## src/rtl/cfgseq_pkg.sv

```systemverilog
package cfgseq_pkg;

    typedef enum logic [2:0] {
        ST_IDLE,
        ST_POWER,
        ST_PROG,
        ST_WAIT_INIT,
        ST_FETCH,
        ST_SHIFT,
        ST_FLUSH
    } seq_state_e;

    function automatic int max4(int a, int b, int c, int d);
        int m;
        m = a;
        if (b > m) m = b;
        if (c > m) m = c;
        if (d > m) m = d;
        return m;
    endfunction

endpackage

```

## src/rtl/cfgseq_sync.sv

```systemverilog
module cfgseq_sync #(
    parameter int STAGES = 2,
    parameter int WIDTH  = 2
) (
    input  logic             clk,
    input  logic             rst_n,
    input  logic [WIDTH-1:0] async_i,
    output logic [WIDTH-1:0] sync_o
);

    logic [WIDTH-1:0] st_d [STAGES];
    logic [WIDTH-1:0] st_q [STAGES];

    always_comb begin
        st_d[0] = async_i;
        for (int s = 1; s < STAGES; s++) begin
            st_d[s] = st_q[s-1];
        end
    end

    always_ff @(posedge clk or negedge rst_n) begin
        if (!rst_n) begin
            for (int s = 0; s < STAGES; s++) begin
                st_q[s] <= '0;
            end
        end else begin
            for (int s = 0; s < STAGES; s++) begin
                st_q[s] <= st_d[s];
            end
        end
    end

    assign sync_o = st_q[STAGES-1];

endmodule

```

## src/rtl/cfgseq_shifter.sv

```systemverilog
module cfgseq_shifter #(
    parameter int BITS     = 8,
    parameter int HALF_CYC = 2
) (
    input  logic            clk,
    input  logic            rst_n,
    input  logic            load_byte,
    input  logic            load_pulse,
    input  logic [BITS-1:0] byte_in,
    output logic            cclk,
    output logic            din,
    output logic            idle
);

    localparam int TW  = (HALF_CYC > 1) ? $clog2(HALF_CYC) : 1;
    localparam int BCW = $clog2(BITS + 1);

    typedef struct packed {
        logic            active;
        logic            high;
        logic            dbit;
        logic [BCW-1:0]  bits;
        logic [BITS-1:0] shreg;
        logic [TW-1:0]   timer;
    } shf_t;

    shf_t sh_d, sh_q;

    always_comb begin
        sh_d = sh_q;
        if (!sh_q.active) begin
            if (load_byte) begin
                sh_d.active = 1'b1;
                sh_d.high   = 1'b0;
                sh_d.timer  = '0;
                sh_d.bits   = BCW'(BITS);
                sh_d.shreg  = byte_in;
                sh_d.dbit   = byte_in[BITS-1];
            end else if (load_pulse) begin
                // single clock pulse, data line left as it is
                sh_d.active = 1'b1;
                sh_d.high   = 1'b0;
                sh_d.timer  = '0;
                sh_d.bits   = BCW'(1);
            end
        end else if (sh_q.timer != TW'(HALF_CYC - 1)) begin
            sh_d.timer = sh_q.timer + 1'b1;
        end else begin
            sh_d.timer = '0;
            if (!sh_q.high) begin
                sh_d.high = 1'b1;
            end else begin
                sh_d.high  = 1'b0;
                sh_d.bits  = sh_q.bits - 1'b1;
                sh_d.shreg = sh_q.shreg << 1;
                if (sh_q.bits == BCW'(1)) begin
                    sh_d.active = 1'b0;
                end else begin
                    sh_d.dbit = sh_q.shreg[BITS-2];
                end
            end
        end
    end

    always_ff @(posedge clk or negedge rst_n) begin
        if (!rst_n) begin
            sh_q <= '0;
        end else begin
            sh_q <= sh_d;
        end
    end

    assign cclk = sh_q.high;
    assign din  = sh_q.dbit;
    assign idle = !sh_q.active;

endmodule

```

## src/rtl/serial_cfg_sequencer.sv

```systemverilog
module serial_cfg_sequencer
    import cfgseq_pkg::*;
#(
    parameter int LEN_W      = 24,
    parameter int PWR_CYC    = 1200000,
    parameter int PROG_CYC   = 1200000,
    parameter int INIT_POLLS = 100000,
    parameter int DONE_POLLS = 100000,
    parameter int HALF_CYC   = 3,
    parameter int SYNC_STG   = 2
) (
    input  logic             clk,
    input  logic             rst_n,
    input  logic             start,
    input  logic [LEN_W-1:0] img_len,
    input  logic [7:0]       in_data,
    input  logic             in_valid,
    input  logic             in_err,
    output logic             in_ready,
    output logic             pwr_en,
    output logic             prog_n,
    output logic             cclk,
    output logic             din,
    input  logic             init_i,
    input  logic             done_i,
    output logic             busy,
    output logic             ok_pulse,
    output logic             err_pulse
);

    localparam int MAXCNT = max4(PWR_CYC, PROG_CYC, INIT_POLLS, DONE_POLLS);
    localparam int CNT_W  = $clog2(MAXCNT + 1);

    typedef struct packed {
        seq_state_e       state;
        logic [CNT_W-1:0] cnt;
        logic [LEN_W-1:0] remain;
        logic             pwr;
        logic             prog_n;
        logic             ok;
        logic             err;
    } seq_t;

    seq_t s_d, s_q;

    logic [1:0] stat_s;
    logic       init_s, done_s;
    logic       ld_byte, ld_pulse, sh_idle;

    cfgseq_sync #(.STAGES(SYNC_STG), .WIDTH(2)) u_sync (
        .clk     (clk),
        .rst_n   (rst_n),
        .async_i ({done_i, init_i}),
        .sync_o  (stat_s)
    );
    assign init_s = stat_s[0];
    assign done_s = stat_s[1];

    cfgseq_shifter #(.BITS(8), .HALF_CYC(HALF_CYC)) u_shf (
        .clk        (clk),
        .rst_n      (rst_n),
        .load_byte  (ld_byte),
        .load_pulse (ld_pulse),
        .byte_in    (in_data),
        .cclk       (cclk),
        .din        (din),
        .idle       (sh_idle)
    );

    always_comb begin
        s_d      = s_q;
        s_d.ok   = 1'b0;
        s_d.err  = 1'b0;
        ld_byte  = 1'b0;
        ld_pulse = 1'b0;
        unique case (s_q.state)
            ST_IDLE: begin
                if (start) begin
                    s_d.pwr    = 1'b1;
                    s_d.prog_n = 1'b1;
                    s_d.cnt    = '0;
                    s_d.remain = img_len;
                    s_d.state  = ST_POWER;
                end
            end
            ST_POWER: begin
                if (s_q.cnt == CNT_W'(PWR_CYC - 1)) begin
                    s_d.prog_n = 1'b0;
                    s_d.cnt    = '0;
                    s_d.state  = ST_PROG;
                end else begin
                    s_d.cnt = s_q.cnt + 1'b1;
                end
            end
            ST_PROG: begin
                if (s_q.cnt == CNT_W'(PROG_CYC - 1)) begin
                    s_d.prog_n = 1'b1;
                    s_d.cnt    = '0;
                    s_d.state  = ST_WAIT_INIT;
                end else begin
                    s_d.cnt = s_q.cnt + 1'b1;
                end
            end
            ST_WAIT_INIT: begin
                if (init_s) begin
                    s_d.cnt   = '0;
                    s_d.state = (s_q.remain == '0) ? ST_FLUSH : ST_FETCH;
                end else if (s_q.cnt == CNT_W'(INIT_POLLS - 1)) begin
                    s_d.err   = 1'b1;
                    s_d.state = ST_IDLE;
                end else begin
                    s_d.cnt = s_q.cnt + 1'b1;
                end
            end
            ST_FETCH: begin
                if (in_err) begin
                    s_d.err   = 1'b1;
                    s_d.state = ST_IDLE;
                end else if (in_valid) begin
                    ld_byte    = 1'b1;
                    s_d.remain = s_q.remain - 1'b1;
                    s_d.state  = ST_SHIFT;
                end
            end
            ST_SHIFT: begin
                if (sh_idle) begin
                    s_d.cnt   = '0;
                    s_d.state = (s_q.remain == '0) ? ST_FLUSH : ST_FETCH;
                end
            end
            ST_FLUSH: begin
                if (sh_idle) begin
                    if (done_s) begin
                        s_d.ok    = 1'b1;
                        s_d.state = ST_IDLE;
                    end else if (s_q.cnt == CNT_W'(DONE_POLLS)) begin
                        s_d.err   = 1'b1;
                        s_d.state = ST_IDLE;
                    end else begin
                        ld_pulse = 1'b1;
                        s_d.cnt  = s_q.cnt + 1'b1;
                    end
                end
            end
            default: s_d.state = ST_IDLE;
        endcase
    end

    always_ff @(posedge clk or negedge rst_n) begin
        if (!rst_n) begin
            s_q        <= '0;
            s_q.state  <= ST_IDLE;
            s_q.prog_n <= 1'b1;
        end else begin
            s_q <= s_d;
        end
    end

    assign in_ready  = (s_q.state == ST_FETCH);
    assign busy      = (s_q.state != ST_IDLE);
    assign pwr_en    = s_q.pwr;
    assign prog_n    = s_q.prog_n;
    assign ok_pulse  = s_q.ok;
    assign err_pulse = s_q.err;

endmodule

```

## config.mk

```make
export PLATFORM = sky130hd
export DESIGN_NAME = serial_cfg_sequencer
export DESIGN_NICKNAME = d
export VERILOG_FILES = /design/src/rtl/cfgseq_pkg.sv /design/src/rtl/cfgseq_sync.sv /design/src/rtl/cfgseq_shifter.sv /design/src/rtl/serial_cfg_sequencer.sv
export SDC_FILE = /design/constraint.sdc
export NUM_CORES = 1
export LEC_CHECK = 0
export ABC_CLOCK_PERIOD_IN_PS = 2600
export BUFFER_PORTS_ARGS = -buffer_cell sky130_fd_sc_hd__clkbuf_2
export CORE_ASPECT_RATIO = 2
export CORE_UTILIZATION = 55
export CTS_CLUSTER_SIZE = 20
export DETAILED_ROUTE_END_ITERATION = 7
export HOLD_SLACK_MARGIN = 0.1
export PLACE_DENSITY = 0.83
export SLEW_MARGIN = 20
export SYNTH_ARGS = -nofsm -noshare
export SYNTH_HDL_FRONTEND = slang
export SYNTH_SLANG_ARGS = --single-unit
```

## constraint.sdc

```tcl
create_clock -name clk -period 2.6 [get_ports clk]
set_input_delay 0.52 -clock clk [delete_from_list [all_inputs] [get_ports clk]]
set_output_delay 0.52 -clock clk [all_outputs]
set_load 0.05 [all_outputs]
```

Yosys cells after proc, flatten, opt, wreduce, memory -nomap -nowiden. Cells that the tools add are included.

Output and inout bits: 8. Word-level logic and storage cells: 120. Register bits after elaboration: 72. Input port bits: 39.

Reduce and logical (&&, ||, !) cells: 18. Add/sub/neg operators: 4. Mux-type cells: 56. Equal/unequal tests: 27.

Operator list (count): 24-bit two-way mux (5); 21-bit one-hot mux with 5 select lines (1); 21-bit two-way mux (4); 50-bit two-way mux (1); 24-bit one-hot mux with 2 select lines (1); 21-bit by 17-bit equality test with 1-bit output (second input constant) (2); 2-bit inequality test (second input constant) (13); 24-bit logical NOT (1); 24-bit by 1-bit subtractor with 24-bit output (second input constant) (1); 21-bit by 1-bit adder with 21-bit output (second input constant) (1); 21-bit equality test (second input constant) (1); 1-bit two-way mux (21); 3-bit two-way mux (7); 3-bit one-hot mux with 7 select lines (1); 17-bit two-way mux (1); 15-bit two-way mux (1); 2-bit two-way mux (7); 13-bit two-way mux (1); 4-bit AND reduction (3); 3-bit equality test (second input constant) (3); 3-bit by 2-bit inequality test with 1-bit output (second input constant) (3); 3-bit nonzero test (3); 4-bit two-way mux (2); 8-bit two-way mux (1); 15 further kinds (20).

Logic depth before layout (Yosys ltp). Gate-level depths: netlist (run 1).

Depth after elaboration: 8. Gate-level depth with buffers: 9. Depth with buffers taken out: 8.

Modules after synthesis. From an unflattened synthesis (run 1), not the netlist that was laid out.

Cell total of the unflattened synthesis: 492. Area total of the unflattened synthesis: 4294.1 µm².

Modules (own cells, without submodules): serial_cfg_sequencer (seq. area each 1302.5 µm², area an instance 3362.0 µm², cells each 413, times used 1); cfgseq_shifter (seq. area each 400.4 µm², area an instance 832.0 µm², cells each 75, times used 1); cfgseq_sync (seq. area each 100.1 µm², area an instance 100.1 µm², cells each 4, times used 1).

Worst setup path before layout (run 1). Ideal clock, no wire load.

Path kind: register to output. Start point: register s_q[49] in the netlist's numbering. End point: output in_ready. Stages on the path, launching flop included: 5. Setup slack: 0.368 ns. Required time: 2.080 ns. Arrival: 1.712 ns. Buffers on the path: 2. Cell sequence: dfrtp_1 > buf_2 > or3b_1 > inv_2 > clkbuf_1.

Cells in the longest elaborated chain, start to end: 1.

Ends and longest elaborated chain: start: declaration (line serial_cfg_sequencer.sv:44) `seq_t s_d, s_q;`; 3-bit equality test (line serial_cfg_sequencer.sv:159) `assign in_ready = (s_q.state == ST_FETCH);`; end: declaration (line serial_cfg_sequencer.sv:19) `output logic in_ready,`.

Every way passes these cells.

Worst setup path in the final report (run 1).
Start point: register s_q[51] in the netlist's numbering. End point: output in_ready.

Same word-level chain as after synthesis.

==> summary.md, run 1 <==
The run finished with clean final reports. Among all stages on the critical path, the largest delay is contributed by sky130_fd_sc_hd__dfrtp_1. The aggregate negative setup slack was 0 ns.

The tools report the number of clock sinks as 72. The worst slew margin relative to its limit was 0.463; the number of input and output port buffers inserted was 46. The number of nets at the end of the flow is 591, and the number of unique standard cell types used by synthesis is 66. Total I/O pin count: 47.

The dominant combinational cell family by area after synthesis is simple AND/OR/NAND/NOR gates. Path type of the worst min-delay path: in2async. In the synthesized netlist, the cells that appear most often are 71 x sky130_fd_sc_hd__dfrtp_1, 55 x sky130_fd_sc_hd__o21ai_0, 50 x sky130_fd_sc_hd__a21oi_1. In this run, CTS created clock tree buffers numbering 9.

The transition time of the tightest slew-check pin is 0.804 ns. The cell family contributing the most delay on the critical path is flip-flops. Together, buffers and inverters on the worst path number 2. The logs give 0 for the initial antenna violation count and 413 MHz for the upper clock frequency limit. For the DRC marker count from the first detailed-route iteration, the log shows 311. For the number of global-route vias before repair, the log shows 4113. After synthesis, the cell types taking the most area are sky130_fd_sc_hd__dfrtp_1 42%, sky130_fd_sc_hd__o21ai_0 6.4%, sky130_fd_sc_hd__a21oi_1 5.9%.

The worst setup path is launched from a flop. The logs give 0 for the number of nets still failing antenna checks after routing and 45 for the number of rows created at floorplan. The clock latency of the later-clocked register in the worst-skew pair is 0.34 ns. The biggest area consumer among synthesized cells was sky130_fd_sc_hd__dfrtp_1. The floorplan step defined a die boundary enclosing 8150 um^2. The fraction of layout cells with a size suffix above 1 is 0.169, and the setup-violating endpoint count in the final report is 0. The tools report the launch instance of the worst register-to-register path as s_q[51]. The first global-routing pass estimated 19.2 mm of wire.

In this run the static leakage power is 2.23 nW. Top flip-flop cell by instance count after synthesis: sky130_fd_sc_hd__dfrtp_1. TritonCTS built the clock tree.

The post-synthesis simple-gate area fraction was 0.251. The longest individual stage delay on the worst path was 0.65 ns. The maximum buffer depth of the clock tree came out at 2. After clock tree synthesis, the clock-pin slew on the worst setup and hold paths is 0.06 ns.

Entering global routing, the biggest net connects 73 pins. The critical path goes through or3b_1 > inv_2 > clkbuf_2. Largest vdd supply drop: 695 uV. At the placement stage, the worst setup path has a slack of 0.174 ns. The cell count after synthesis was 492; the number of inserted filler cells in the final layout was 638. The area fraction of the dominant cell type after synthesis is 0.416, and the critical-path maximum fanout is 17.

The number of max-slew violations in the final report was 0. The complex-gate fraction of the synthesized area is 0.250. The tools report the worst-case clock skew as 0.00768 ns. The number of synthesized flops with an enable pin came out at 0. The time the worst path needs with I/O delays and setup is 2.42 ns.

The area share of fa/ha/maj cells after synthesis works out to 0.0205. The run gives 3 as the H-tree depth reported by CTS. The tools report the count of synthesis-stage warnings from yosys as 0.

For the utilization after layout, the log shows 0.661. The number of cells on the critical path came out at 3. The proportion of synthesized flip-flops having asynchronous set or reset works out to 1.00. The category of the most critical setup path is reg2out.

The worst setup slack after layout is 0.176 ns. The congestion estimate from routability-driven global placement came to 0.881. The final clock period utilization by the worst path is 0.932. The smallest hold slack came out at 0.197 ns.

The floorplan step set the die width to 64.3 um. Total via count in the routed design: 4184. The root buffer cell was sky130_fd_sc_hd__clkbuf_16. The overall track demand over capacity in global routing was 0.312; the mean post-synth cell area was 8.69 um^2. The effective utilization at floorplan was 0.567. Average routed wire per standard cell: 18.4 um. The count of TritonRoute iterations in the first routing pass is 5. The die is 127 um tall.

Dividing total power by cell area gives a power density of 1110 nW/um^2. The xor and xnor fraction of the mapped netlist area was 0.0102. Measured in cells, the most critical reg-to-reg path has a length of 6.

The logs give 0.422 for the share of the yosys chip area belonging to registers and 8.37 mm for the detailed placer's ending HPWL. The number of nets in the synthesized netlist is 538. In this run, synthesis produced a sequential element count of 72. The worst setup path is captured at a primary output. The run gives 0 as the total congestion overflow.

After detailed routing, the total wire length is 11.8 mm. Dividing the detail-routed via count by the number of cells gives 6.51. The sequential cells in the finished layout cover a total of 1800 um^2. After floorplanning, the core was sized to cover 7540 um^2. In this run the worst setup path begins at s_q[51]. The tools report the required time of the critical path as 2.08 ns.

The area of the multi-input gates is 2320 um^2. sky130_fd_sc_hd__dfrtp_1 is the most common cell in the netlist. The run gives 0 as the number of buffers added to fix hold violations after cts. The number of antenna diodes in the final layout is 0. The number of hold violations in the final report is 0. Setup repair after global routing left no endpoint under its margin.

Data arrives at the worst endpoint at 1.90 ns. Portion of netlist area occupied by mux cells: 0.00703. Max-cap violations in this run came to 0. After synthesis the cells add up to 4270 um^2. In the routed design, unresolved DRC markers number 0. From synthesis to final layout, the design area changed by 16.7%.
report_power, final:
group	internal, mW	total (mW)	switching [mW]
Sequential	1.46	1.88	0.412
Clock	0.816	1.27	0.452
Combinational	0.911	2.40	1.49
Total	3.19	5.54	2.35
area by class of cell:
type,count,share of cell area
clock buffer,13,0.0542
clock inverter,2,0.00752
inverter,12,0.00903
multi-input combinational,383,0.464
sequential,72,0.361
tap,94,0.0236
timing repair buffer,67,0.0802
flip-flops by register name (all words and copies together), names as in the netlist, 2 cells and up:
name / count
s_q: 48
u_sync.sync_o: 2
u_sync.st_d: 2
u_shf.sh_q: 14
routing by layer:
layer,track usage,wire (um),part of all wire,up-vias
met5,0,0,0,-
li1,-,-,-,1932
met2,0.560,6340,0.54,202
met4,0.221,755,0.064,0
met1,0.314,4130,0.35,1992
met3,0.0558,576,0.049,58
cells in the final DEF (no fill, tap or decap), types with 4 or more instances in the layout:
master	Yosys	final
sky130_fd_sc_hd__a22oi_1	6	6
sky130_fd_sc_hd__nor3b_1	4	4
sky130_fd_sc_hd__nor3_1	19	19
sky130_fd_sc_hd__inv_1	10	10
sky130_fd_sc_hd__nand2_1	33	33
sky130_fd_sc_hd__nand3_1	11	11
sky130_fd_sc_hd__o21ai_0	55	54
sky130_fd_sc_hd__ha_1	7	7
sky130_fd_sc_hd__a22o_1	11	11
sky130_fd_sc_hd__o31ai_1	4	4
sky130_fd_sc_hd__buf_4	1	20
sky130_fd_sc_hd__nor4_1	10	9
sky130_fd_sc_hd__clkbuf_2	0	45
sky130_fd_sc_hd__nor2_1	42	42
sky130_fd_sc_hd__nor2b_1	19	19
sky130_fd_sc_hd__nand4_1	7	7
sky130_fd_sc_hd__and3_1	13	13
sky130_fd_sc_hd__and4_1	4	4
sky130_fd_sc_hd__dfrtp_1	71	71
sky130_fd_sc_hd__a31oi_1	5	5
sky130_fd_sc_hd__a21oi_1	50	50
sky130_fd_sc_hd__o21ai_1	5	5
sky130_fd_sc_hd__and3b_1	4	4
sky130_fd_sc_hd__or3_1	4	4
sky130_fd_sc_hd__clkbuf_16	0	9
sky130_fd_sc_hd__and2_1	6	6
sky130_fd_sc_hd__nand2b_1	6	6
logic make-up after synthesis:
kind of cell	after synthesis
AOI/OAI and AO/OA	171
DFF	72
muxes	3
and+or+nand+nor	197
xor gates and xnor gates	5
adders and majority gates	7
buffers and inverters	37
worst paths after layout:
path | end | slack [ns]
hold reg to reg | u_sync.sync_o[1] | 0.35
max in group asynchronous | err_pulse | 2.06
min in group clk | u_sync.st_d[0] | 0.28
hold / removal | u_sync.st_d[0] | 0.20
setup / recovery | in_ready | 0.18
setup reg to reg | s_q[46] | 0.22
repair_timing:
action,in CTS,in global routing
setup endpoints to repair,0,10
resized for setup,0,1
setup buffers,0,3
metrics by stage:
stage                     power [mW]  cells  instance area (um^2)
after floorplan                 3.50    492                  4270
after global placement          4.05    625                  4650
after detailed placement        4.16    625                  4650
after CTS                       5.44    640                  4960
after global routing            5.90    643                  4990
final                           5.54    643                  4990
Power figures use the tool's default switching activity.
==> inputs of run 2 (changes only) <==
Settings changed: ABC_AREA from default to 1, GPL_ROUTABILITY_DRIVEN from default to 0, PLACE_DENSITY 0.83 to 0.82.
==> run 2 against run 1 <==
Final cell count is 32% higher. Synthesized area grew 15%. Clock power is 15% higher. Worst setup slack better by 0.037 ns. Count of clock-buffer cells in the layout down 2. Register-to-register slack better by 0.20 ns. Critical path type unchanged. Largest cell class unchanged.
==> summary.md, run 2 <==
The run finished with clean final reports. The top flip-flop cell by instance count after synthesis was sky130_fd_sc_hd__dfrtp_1 (unchanged). The run gives 0.041 (was 0.433) as the share of power burned in combinational logic. The switching power as a share of total power works out to 0.213 (was 0.424). The number of flip-flops in the largest register is 48 (unchanged).

The endpoint of the lowest-slack register-to-register path is s_q[22] (was s_q[46]). Startpoint type of the worst setup path: a flop (unchanged). Highest-utilization routing layer at the global route stage: met2 (unchanged). The cell family contributing the most delay on the critical path was buffers and inverters (was flip-flops). The number of nets still failing antenna checks after routing is 0 (unchanged), and the pre-CTS setup slack is 0.444 ns (was 0.174 ns). For the number of hold violations in the final report, the log shows 0 (unchanged). Master of the slowest instance on the critical path: sky130_fd_sc_hd__dfrtp_1 (unchanged). The worst-case reg-to-reg path depth is 8 (was 6). The horizontal die dimension is 68.9 um (was 64.3 um).

The tools report the effective utilization at floorplan as 0.569 (was 0.567). Setup repair after global routing left no endpoint under its margin. The number of synthesized flops with an enable pin came out at 0 (unchanged). The path type of the worst min-delay path is in2async (unchanged). The net switching component of the power is 0.578 mW (was 2.35 mW), and the total I/O pin count is 47 (unchanged).

Endpoint class of the critical path: a primary output (unchanged). The height of the die came out at 136 um (was 127 um). The tools report the maximum buffer depth of the clock tree as 2 (unchanged). The reg2reg setup slack is 0.42 ns (was 0.22 ns).

The number of global-route vias before repair was 4960 (was 4113); the antenna diode count was 0 (unchanged). The category of the most critical setup path was reg2out (unchanged). Largest vdd supply drop: 309 uV (was 695 uV). Launch instance of the worst register-to-register path: s_q[50] (was s_q[51]). The run gives 2.67 nW (was 2.23 nW) as the leakage dissipation.

For the total via count in the routed design, the log shows 5053 (was 4184). The required time of the critical path was 2.08 ns (about the same). The run gives 0.612 (was 0.463) as the worst slew margin relative to its limit. The flip-flop and latch count after synthesis was 72 (unchanged); the critical-path maximum fanout was 19 (was 17). The number of unique standard cell types used by synthesis was 40 (was 66). Clock-pin slew reported for the worst setup and hold paths after clock tree synthesis: 0.06 ns (about the same). The post-synth design cell area was 4920 um^2 (was 4270 um^2). TritonCTS built the clock tree. The fraction of met2 tracks used by global routing was 0.564 (was 0.560). The final clock period utilization by the worst path was 0.918 (was 0.932); the mean post-synth cell area was 6.98 um^2 (was 8.69 um^2).

The run gives 525 (was 311) as the DRC marker count from the first detailed-route iteration. List of cells traversed by the critical path: nor2_2 > nand2_2 > inv_4 > clkbuf_2 (was or3b_1 > inv_2 > clkbuf_2). The fraction of layout cells with a size suffix above 1 was 0.154 (was 0.169). The total DRC errors in the routed layout was 0 (unchanged).

The count of synthesis-stage warnings from yosys was 0 (unchanged). The number of inserted filler cells in the final layout was 784 (was 638); the smallest hold slack was 0.188 ns (was 0.197 ns). The ratio of total power to cell area works out to 491 nW/um^2 (was 1110 nW/um^2).

Number of cells in the design after placement: 835 (was 625). The tools report the number of nets at the end of the flow as 792 (was 591). The biggest area consumer among synthesized cells is sky130_fd_sc_hd__dfrtp_1 (unchanged). The number of buffers added to fix hold violations after cts was 0 (unchanged); the worst setup slack after layout was 0.213 ns (was 0.176 ns). The logs give 0.00682 ns (was 0.00768 ns) for the worst-case clock skew and 0.366 (was 0.422) for the share of the yosys chip area belonging to registers.

The number of input and output port buffers inserted was 46 (unchanged); the number of rows created at floorplan was 48 (was 45). The aggregate negative setup slack was 0 ns (unchanged). The count of TritonRoute iterations in the first routing pass was 5 (unchanged); the cell count after synthesis was 705 (was 492). Average routed wire per standard cell: 16.2 um (was 18.4 um). The run gives 8650 um^2 (was 7540 um^2) as the area of the core.

The clock latency of the later-clocked register in the worst-skew pair is 0.34 ns (about the same), and the area of the multi-input gates is 2690 um^2 (was 2320 um^2). Commonest non-fill, non-tap cells in the layout: 169 x sky130_fd_sc_hd__nand2_1, 88 x sky130_fd_sc_hd__nor2_1, 71 x sky130_fd_sc_hd__dfrtp_1, 70 x sky130_fd_sc_hd__inv_1, 69 x sky130_fd_sc_hd__nand3_1 (was 71 x sky130_fd_sc_hd__dfrtp_1, 54 x sky130_fd_sc_hd__o21ai_0, 50 x sky130_fd_sc_hd__a21oi_1, 45 x sky130_fd_sc_hd__clkbuf_2, 42 x sky130_fd_sc_hd__nor2_1). The proportion of synthesized flip-flops having asynchronous set or reset was 1.00 (unchanged); the number of max-slew violations in the final report was 0 (unchanged). Synth area leaders: sky130_fd_sc_hd__dfrtp_1 36%, sky130_fd_sc_hd__nand2_1 13%, sky130_fd_sc_hd__nand3_1 7.0% (was sky130_fd_sc_hd__dfrtp_1 42%, sky130_fd_sc_hd__o21ai_0 6.4%, sky130_fd_sc_hd__a21oi_1 5.9%). The run gives 3 (unchanged) as the H-tree depth reported by CTS. The most common cell after layout, fill and taps aside is sky130_fd_sc_hd__nand2_1 (was sky130_fd_sc_hd__dfrtp_1). The logs give 9 (unchanged) for the total clock buffers created by CTS and 851 (was 643) for the final instance count without filler cells.

The register with the most flip-flops is s_q (unchanged). The most frequent cell after synthesis is sky130_fd_sc_hd__nand2_1 (was sky130_fd_sc_hd__dfrtp_1). The maximum number of pins on one net before global-route repair is 73 (unchanged). The tools report the root buffer cell as sky130_fd_sc_hd__clkbuf_16 (unchanged). The longest individual stage delay on the worst path was 0.46 ns (was 0.65 ns); the time the worst path needs with I/O delays and setup was 2.39 ns (was 2.42 ns).

The logs give 0.536 (was 0.229) for the portion of total power attributed to the clock network and 0.319 (was 0.312) for the overall track demand over capacity in global routing. The met3 usage was 0.0572 (was 0.0558); the met1 global-route usage was 0.312 (was 0.314). The tools report the initial antenna violation count as 0 (unchanged). The post-synthesis to final-layout area growth works out to 12.5% (was 16.7%). Post-CTS repair timing setup buffer count: 0 (unchanged). The logs give 9.94 mm (was 8.37 mm) for the detailed placer's ending HPWL and 0.423 (was 0.339) for the sequential cell fraction of total power.

The buffer and inverter count on the worst path works out to 2 (unchanged). Most used standard cells in the synthesized netlist: 169 x sky130_fd_sc_hd__nand2_1, 88 x sky130_fd_sc_hd__nor2_1, 71 x sky130_fd_sc_hd__dfrtp_1 (was 71 x sky130_fd_sc_hd__dfrtp_1, 55 x sky130_fd_sc_hd__o21ai_0, 50 x sky130_fd_sc_hd__a21oi_1). The tools report the cell internal power dissipation as 2.14 mW (was 3.19 mW). For the floorplan die area, the log shows 9350 um^2 (was 8150 um^2).

The combined flip-flop and latch cell area is 1800 um^2 (unchanged), and the number of maximum-capacitance violations is 0 (unchanged). The detail-routed via count per cell came out at 5.94 (was 6.51). Number of clock sinks: 72 (unchanged). The tools report the upper clock frequency limit as 419 MHz (was 413 MHz). The run gives 22.0 mm (was 19.2 mm) as the first-pass GRT wire length.

The total wirelength of the detailed-routed design is 13.8 mm (was 11.8 mm), and the setup-violating endpoint count in the final report is 0 (unchanged). Registers with the most flip-flops: s_q (48), u_shf.sh_q (14) (unchanged). The area fraction of the dominant cell type after synthesis came out at 0.361 (was 0.416). For the total congestion overflow, the log shows 0 (unchanged). The quantity of gates resized following cts was 0 (unchanged). The net count after synthesis was 751 (was 538); the worst path arrival time was 1.87 ns (was 1.90 ns).

The transition time of the tightest slew-check pin works out to 0.580 ns (was 0.804 ns).
[run 2: power groups by stage]
stage	combinational, mW	sequential, mW	clock (mW)
after global placement	0.109	1.17	0
after detailed placement	0.112	1.17	0
final	0.111	1.15	1.46
after floorplan	0.0426	1.17	0
after CTS	0.113	1.15	1.46
after global routing	0.128	1.15	1.51
[run 2: metal layers]
metal / vias to the layer above / part of all wire
met5: - / 0
met4: 0 / 0.073
met3: 81 / 0.050
met2: 217 / 0.53
met1: 2343 / 0.35
li1: 2412 / -
[run 2: area by class of cell]
cell class | count | area share
well taps | 100 | 0.0226
clock buffers | 11 | 0.0439
clock inverters | 5 | 0.0188
inverters | 80 | 0.0552
repair buffers | 49 | 0.0479
multi-input cells | 534 | 0.486
flip-flops and latches | 72 | 0.326
[run 2: per-stage QoR]
step                      area, um^2   util  power (mW)
after floorplan                 4920      -        1.21
after global placement          5190  0.600        1.28
after detailed placement        5190  0.600        1.28
after CTS                       5540  0.640        2.73
after global routing            5540  0.640        2.79
final                           5540  0.640        2.72
[run 2: cells by family (layout without fill, tap and decap cells)]
kind of cell	Yosys count	count (layout)	share of synthesized area
AO/OA/AOI/OAI	111	111	0.135
XOR/XNOR	14	14	0.0249
AND/OR/NAND/NOR	402	402	0.369
buffers and inverters	99	145	0.0870
adder cells (fa/ha/maj)	7	7	0.0178
flip-flops	72	72	0.366
[run 2: worst max-delay path by stage]
stage               startpoint       end  slack [ns]  depth (start not counted)
CTS                    s_q[50]  in_ready        0.21                          4
global route           s_q[50]  in_ready        0.12                          4
detailed placement     s_q[50]   s_q[26]        0.44                          8
finish                 s_q[50]  in_ready        0.21                          4
global placement       s_q[50]   s_q[24]        0.50                          8
floorplan              s_q[50]  in_ready        0.64                          4
